--- config.mk ---
export PLATFORM = sky130hd
export DESIGN_NAME = flash_opstatus_gen
export DESIGN_NICKNAME = d
export VERILOG_FILES = /design/src/rtl/flash_opstatus_pkg.sv /design/src/rtl/flash_opstatus_edge.sv /design/src/rtl/flash_opstatus_flag.sv /design/src/rtl/flash_opstatus_mux.sv /design/src/rtl/flash_opstatus_gen.sv
export SDC_FILE = /design/constraint.sdc
export NUM_CORES = 1
export LEC_CHECK = 0
export ABC_AREA = 1
export BUFFER_PORTS_ARGS = -buffer_cell sky130_fd_sc_hd__buf_2
export CORE_AREA = 2 2 39 41
export DETAILED_ROUTE_END_ITERATION = 7
export DIE_AREA = 0 0 41 43
export PLACE_DENSITY = 0.71
export SYNTH_ARGS = -nofsm -noshare
export SYNTH_HDL_FRONTEND = slang
export SYNTH_SLANG_ARGS = --single-unit
--- constraint.sdc ---
create_clock -name clk -period 1.2 [get_ports clk]
set_input_delay 0.12 -clock clk [delete_from_list [all_inputs] [get_ports clk]]
set_output_delay 0.12 -clock clk [all_outputs]
set_load 0.1 [all_outputs]
--- src/rtl/flash_opstatus_pkg.sv ---
package flash_opstatus_pkg;
  typedef enum logic {
    OP_PROG  = 1'b0,
    OP_ERASE = 1'b1
  } op_kind_e;

  // Bit positions decoded by the host's polling routine.
  localparam int B_POLL   = 7;
  localparam int B_TOGALL = 6;
  localparam int B_TMO    = 5;
  localparam int B_STARTD = 3;
  localparam int B_TOGSEC = 2;
endpackage

--- src/rtl/flash_opstatus_edge.sv ---
module flash_opstatus_edge (
  input  logic clk,
  input  logic rst_n,
  input  logic stb,
  output logic fall
);
  logic stb_q;

  always_ff @(posedge clk or negedge rst_n) begin
    if (!rst_n) stb_q <= 1'b0;
    else        stb_q <= stb;
  end

  assign fall = stb_q & ~stb;
endmodule

--- src/rtl/flash_opstatus_flag.sv ---
module flash_opstatus_flag (
  input  logic clk,
  input  logic rst_n,
  input  logic flip,
  output logic q
);
  always_ff @(posedge clk or negedge rst_n) begin
    if (!rst_n)    q <= 1'b0;
    else if (flip) q <= ~q;
  end
endmodule

--- src/rtl/flash_opstatus_mux.sv ---
module flash_opstatus_mux
  import flash_opstatus_pkg::*;
#(
  parameter int DW = 8
) (
  input  logic          is_erase,
  input  logic          active,
  input  logic          fail,
  input  logic          erase_win,
  input  logic          susp_hit,
  input  logic          prog_d7,
  input  logic          t_all,
  input  logic          t_sec,
  input  logic [DW-1:0] array_data,
  output logic [DW-1:0] dout
);
  logic [DW-1:0] st;

  always_comb begin
    st = '0;
    if (active) begin
      st[B_POLL]   = is_erase ? 1'b0 : ~prog_d7;
      st[B_TOGALL] = t_all;
      st[B_TMO]    = fail;
      st[B_STARTD] = is_erase & ~erase_win;
      st[B_TOGSEC] = t_sec;
    end else if (susp_hit) begin
      st[B_POLL]   = 1'b1;
      st[B_TOGALL] = t_all;
      st[B_STARTD] = 1'b1;
      st[B_TOGSEC] = t_sec;
    end
  end

  assign dout = (active | susp_hit) ? st : array_data;
endmodule

--- src/rtl/flash_opstatus_gen.sv ---
module flash_opstatus_gen
  import flash_opstatus_pkg::*;
#(
  parameter  int NUM_SECT = 7,
  parameter  int DW       = 8,
  localparam int SW       = (NUM_SECT > 1) ? $clog2(NUM_SECT) : 1
) (
  input  logic                clk,
  input  logic                rst_n,
  input  logic                op_kind,
  input  logic                busy,
  input  logic                fail,
  input  logic                erase_win,
  input  logic                suspended,
  input  logic                prog_d7,
  input  logic [NUM_SECT-1:0] erase_mask,
  input  logic [SW-1:0]       rd_sect,
  input  logic                rd_stb,
  input  logic [DW-1:0]       array_data,
  output logic [DW-1:0]       dout,
  output logic                ready
);
  logic stb_fall, sect_hit, active, is_erase, susp_hit;
  logic tog6_q, tog2_q, flip6, flip2;

  assign is_erase = (op_kind == OP_ERASE);
  assign active   = busy | fail;
  assign sect_hit = (32'(rd_sect) < NUM_SECT) && erase_mask[rd_sect];
  assign susp_hit = suspended & sect_hit;

  flash_opstatus_edge edge_i (
    .clk(clk), .rst_n(rst_n), .stb(rd_stb), .fall(stb_fall)
  );

  assign flip6 = stb_fall & active;
  assign flip2 = stb_fall & sect_hit & ((active & is_erase) | suspended);

  flash_opstatus_flag tog6_i (.clk(clk), .rst_n(rst_n), .flip(flip6), .q(tog6_q));
  flash_opstatus_flag tog2_i (.clk(clk), .rst_n(rst_n), .flip(flip2), .q(tog2_q));

  flash_opstatus_mux #(.DW(DW)) mux_i (
    .is_erase(is_erase), .active(active), .fail(fail), .erase_win(erase_win),
    .susp_hit(susp_hit), .prog_d7(prog_d7), .t_all(tog6_q), .t_sec(tog2_q),
    .array_data(array_data), .dout(dout)
  );

  assign ready = ~active;
endmodule

==> impl_metrics.ini, run 1 <==
[timing]
finalSetupViolations = 8
tightestPinTransition_ns = 0.2648
hold_viol = 0
max_freq_ghz = 0.7810
rsz0062_at_grt = yes
whs_ns = 0.2206
setup_tns_ns = -0.3559
slew_headroom = 0.8216
finalClockSkew_ns = 0.0001057
slew_violations = 0
period_share = 1.067
period_minus_slack_ns = 1.280
layout_setup_ws_ns = -0.08040

[die]
die_height_microns = 43
core_sq_mm = 0.001384
start_util = 0.2604
num_io_pins = 36
die_area_sq_mm = 0.001763
die_x_microns = 41
rows = 14

[power]
power.leakage_nw = 0.4628
p_per_area_mw_per_mm2 = 1268
total_power_mw = 1.160
peakVddDrop_v = 0.0005566

[detailed_routing]
antenna_left = 0
first_pass_iters = 4
wl_per_cell_microns = 9.896
wl_met3_microns = 94
dr_wl_met2_microns = 728
drc = 0
wl_met1_microns = 375
viasPerCell = 4.552
via_count = 569
drt_iter0_markers = 5
top_layer = met4
totalWireLength_mm = 1.237

[synthesis]
ys_top_cells_by_area = dfrtp_1, nand2_1, inv_1, nand3_1, nor2_1
synthesis.instances = 65
avgSynthCellArea_sq_um = 5.544
syn_nets = 92
yosys_register_bits = 3
synth-edff-count = 0
syn_area_sq_um = 360.3
async_reset_ff_frac = 1.000
synth_cell_type_count = 15
yosysMostFrequentCell = nand2_1
synth_area_leader_cell = dfrtp_1
synthTopCellsByCount = nand2_1, inv_1, nand3_1
yosys_warnings = 0
ys_seq_area_frac = 0.2083
synth_top_area_share = 0.2083
ys.flop_type = dfrtp_1

[cts]
cts_buffers = 3
clkTransAtPathRegs_ns = 0.04
clkLatencyLatePin_ns = 0.24
clockBufferDepth = 2
cts_sinks = 3
cts_tree = yes
htreeDepth = 1
root_buffer = clkbuf_4

[worst_setup_path]
cp_slowest_stage_delay_ns = 0.19
worstPathCellList = buf_8 > inv_4 > or2_1 > nand2_1 > nand2_2 > nand3_4 > nand3_2 > nand2_2 > clkinvlp_4 > buf_12
cp_slowest_cell = or2_1
critPathKind = in2out
critPathRequiredTime_ns = 1.08
path_common_cell = nand2_2
end_kind = output port
cp_data_arrival_time_ns = 1.16
startpoint_type = primary input
critPathMaxFanout = 6

[placed_design]
placed_cell_area_sq_um = 797.0
dp.cells = 118
place_hpwl_microns = 952.9
port-buffer-count = 35
gp_congestion = 0.8085
dp_slack_ns = -0.2288

[worst_hold_path]
hold_path_class = in2async

[grt]
grt_max_degree = 8
grt_pass1_wl_mm = 2.173
grt.total_usage = 0.1859
antenna_found_initial = 0
grt_remaining_overflow = 0
grt_pass1_vias = 589

[final_layout]
drive_gt1_frac = 0.6055
final_core_util = 0.6609
final_nets = 137
layout.cells.non_filler = 125
area_growth_pct = 153.8
fin_area_sq_um = 914.6
diodes = 0

[run_status]
status = finished, violations left
violations = setup timing

[run]
maxCapViolCount = 0
power breakdown:
part / leakage, nW / internal [mW] / switching [mW]
Combinational: 0.412 / 0.312 / 0.488
Clock: 0.0150 / 0.125 / 0.0590
Sequential: 0.0355 / 0.134 / 0.0410
cell usage in the layout, fill, tap and decap left out:
master	n
buf_8	1
inv_1	14
nor2_4	3
xnor2_1	1
dfrtp_1	3
clkbuf_4	3
clkinvlp_4	3
inv_4	1
dlygate4sd3_1	2
nand2_8	3
nand3_1	2
nand3_2	6
and2_4	1
nand2_1	11
nand2_2	3
buf_2	25
buf_4	3
nand2_4	3
nand3_4	1
o21ai_0	2
nand3b_1	2
or2_4	1
buf_12	9
clkbuf_1	1
nor2_1	3
o21ai_1	1
or2_1	1
per-layer routing:
layer,vias to the layer above,GRT usage
met3,5,0.04188
met4,0,0.1333
met1,248,0.1548
met2,35,0.3406
met5,-,0
li1,281,-
kinds of logic after synthesis:
| group | synth area share |
|---|---|
| compound gates | 0.04165 |
| xor+xnor | 0.02431 |
| buf+inv | 0.1875 |
| flops | 0.2083 |
| simple gates | 0.5382 |
cell type report:
class	count	area [sq um]
Sequential cell	3	75.07
Timing Repair Buffer	40	362.8
Multi-Input combinational cell	44	349.1
Inverter	18	81.33
Tap cell	16	20.02
Clock buffer	4	26.28
Fill cell	120	469.2
worst max-delay path, delay by kind of cell:
family / cells / cell delay (ns)
simple gates: 6 / 0.66
buf+inv: 4 / 0.37
final timing paths:
| kind | slack [ns] | start | endpoint | cells past startpoint |
|---|---|---|---|---|
| worst max-delay path | -0.08 | rd_sect[0] | dout[7] | 10 |
| worst min register to register | 0.53 | tog6_i.q$_DFFE_PN0P_ | tog6_i.q$_DFFE_PN0P_ | 1 |
| worst max register to register | 0.18 | edge_i.stb_q$_DFF_PN0_ | tog2_i.q$_DFFE_PN0P_ | 7 |
| worst min-delay path | 0.22 | rst_n | tog6_i.q$_DFFE_PN0P_ | 2 |
| max in group asynchronous | 0.87 | rst_n | tog2_i.q$_DFFE_PN0P_ | 2 |
| min in group clk | 0.22 | rd_stb | tog6_i.q$_DFFE_PN0P_ | 4 |
flip-flops by register name (all words and copies together), names as in the netlist:
signal	count
tog6_i.q	1
tog2_i.q	1
edge_i.stb_q	1
timing repair:
action                                 in CTS  in global routing
endpoints found under the hold margin       4                  0
gates resized for setup                    13                  2
buffers inserted                            0                  1
setup endpoints to repair                   8                  9
pin swaps                                   7                  3
hold buffers                                2                  0
gates cloned                                0                  0
(Power assumes the default switching activity.)
==> run 2, diff against run 1 <==
clock period = 1.6 ns   (was 1.2 ns; I/O delays follow)
==> impl_metrics.ini, run 2 (synthesis gave the netlist of run 1 again) <==
[grt]
grt_max_degree = 8
grt_remaining_overflow = 0
grt.total_usage = 0.1518
grt_pass1_wl_mm = 1.773
grt_pass1_vias = 474
antenna_found_initial = 0

[worst_setup_path]
critPathKind = in2out
cp_slowest_stage_delay_ns = 0.19
end_kind = output port
crit_buf_inv = 3
path_delay_family = simple AND/OR/NAND/NOR gates
timing.rr.start = edge_i.stb_q$_DFF_PN0_
r2r_cells = 7
r2r_slack_ns = 0.47
startpoint_type = primary input
cp_slowest_cell = nand2_4
critPathMaxFanout = 6
r2r_end = tog2_i.q$_DFFE_PN0P_
cp_data_arrival_time_ns = 1.29
critPathRequiredTime_ns = 1.44
worstPathCellList = buf_2 > inv_2 > or2_1 > nand2_1 > nand2_2 > nand3_2 > nand2_4 > nand2_1 > nand2_4 > buf_12

[run]
maxCapViolCount = 0

[placed_design]
gp_congestion = 0.7070
place_hpwl_microns = 979.2
port-buffer-count = 35

[die]
rows = 14
start_util = 0.2604
core_sq_mm = 0.001384
die_height_microns = 43
die_area_sq_mm = 0.001763
num_io_pins = 36
die_x_microns = 41

[worst_hold_path]
worstHoldStart = rd_stb
hold_path_class = in2reg
hold_path_end = edge_i.stb_q$_DFF_PN0_
worstHoldPathCells = 1

[final_layout]
regArea_sq_um = 75.07
diodes = 0
multiInputGateArea_sq_um = 275.3
area_growth_pct = 120.8
layout_commonest_cell = buf_2
largest_registers = edge_i.stb_q (1), tog2_i.q (1), tog6_i.q (1)
fillerInstances = 127
layout_common_cells = buf_2, inv_1, nand2_1, buf_12, nand3_1
final_nets = 133
drive_gt1_frac = 0.5429

[power]
peakVddDrop_v = 0.0003760
total_power_uw = 788.5
p_per_area_mw_per_mm2 = 990.8
power.leakage_nw = 0.4279

[timing]
max_freq_ghz = 0.6897
finalSetupViolations = 0
slew_headroom = 0.8468
setup_tns_ns = 0
period_share = 0.9061
finalClockSkew_ns = 0.002044
period_minus_slack_ns = 1.450
slew_violations = 0
hold_viol = 0
rsz0062_at_grt = no
tightestPinTransition_ns = 0.2274

[detailed_routing]
totalWireLength_mm = 1.104
drt_iter0_markers = 0
antenna_left = 0
first_pass_iters = 1
wl_met3_microns = 88
via_count = 517
wl_per_cell_microns = 9.124
dr_wl_met2_microns = 589
wl_met1_microns = 405
viasPerCell = 4.273
drc = 0
top_layer = met4

[cts]
clkTransAtPathRegs_ns = 0.03
post-cts-setup-buffers = 0
clockBufferDepth = 2
cts_tree = yes
cts_buffers = 3
root_buffer = clkbuf_4
clkLatencyLatePin_ns = 0.24
htreeDepth = 1
cts_sinks = 3

[run_status]
status = finished clean
run 2: cell types whose count changed in the layout (fill, tap and decap cells not counted), moves of 2 or more:
| cell | change |
|---|---|
| nand3_1 | +4 |
| buf_4 | -3 |
| nand2_8 | -3 |
| nand3_2 | -3 |
| nand2_1 | +2 |
run 2: area by class of cell:
type	instances	share of cell area
multi-input combinational	44	0.3459
inverter	18	0.09906
clock buffer	4	0.03302
timing repair buffer	36	0.4025
sequential	3	0.09434
tap	16	0.02516
run 2: worst max-delay path by stage:
stage / startpoint / endpoint / slack [ns] / cells after the start
floorplan: fail / dout[0] / -0.06 / 4
CTS: rd_sect[0] / dout[2] / 0.15 / 11
finish: rd_sect[0] / dout[2] / 0.15 / 10
global route: rd_sect[0] / dout[2] / 0.05 / 10
global placement: rd_sect[0] / dout[6] / 0.19 / 10
detailed placement: rd_sect[0] / dout[2] / 0.15 / 11
run 2: per-stage QoR:
| step | util | hold WS [ns] | cells | area, sq um | setup slack [ns] |
|---|---|---|---|---|---|
| final | 0.5750 | 0.06081 | 121 | 795.8 | 0.1502 |
| after global routing | 0.5750 | 0.04379 | 121 | 795.8 | 0.05438 |
| after CTS | 0.5750 | 0.06036 | 121 | 795.8 | 0.1456 |
| after detailed placement | 0.5488 | -0.03832 | 116 | 759.5 | 0.1504 |
| after global placement | 0.5488 | -0.04438 | 116 | 759.5 | 0.1950 |
| after floorplan | - | -0.1356 | 65 | 429.2 | -0.06020 |
run 2: worst reg2reg max path: stages (launching register included):
cell	delay [ns]
dfrtp_1	0.33
inv_1	0.04
nor2_1	0.13
nand2_1	0.10
o21ai_0	0.22
nand2_1	0.08
nand2_1	0.06
nand2_1	0.05
run 2: per-layer routing:
layer	vias to the layer above	GRT usage
met3	3	0.01571
met1	215	0.1581
met4	0	0.1200
li1	270	-
met2	29	0.2531
met5	-	0
run 2: what timing repair did:
action                    4_1_cts  5_1_grt
hold endpoints to repair        3        0
hold buffers                    1        0
resized for setup               0        0
run 2: report_power, final:
part           internal, mW  switching, mW  total [mW]
sequential            0.101         0.0192       0.120
clock                0.0935         0.0409       0.134
combinational         0.196          0.338       0.534
total                 0.390          0.398       0.788
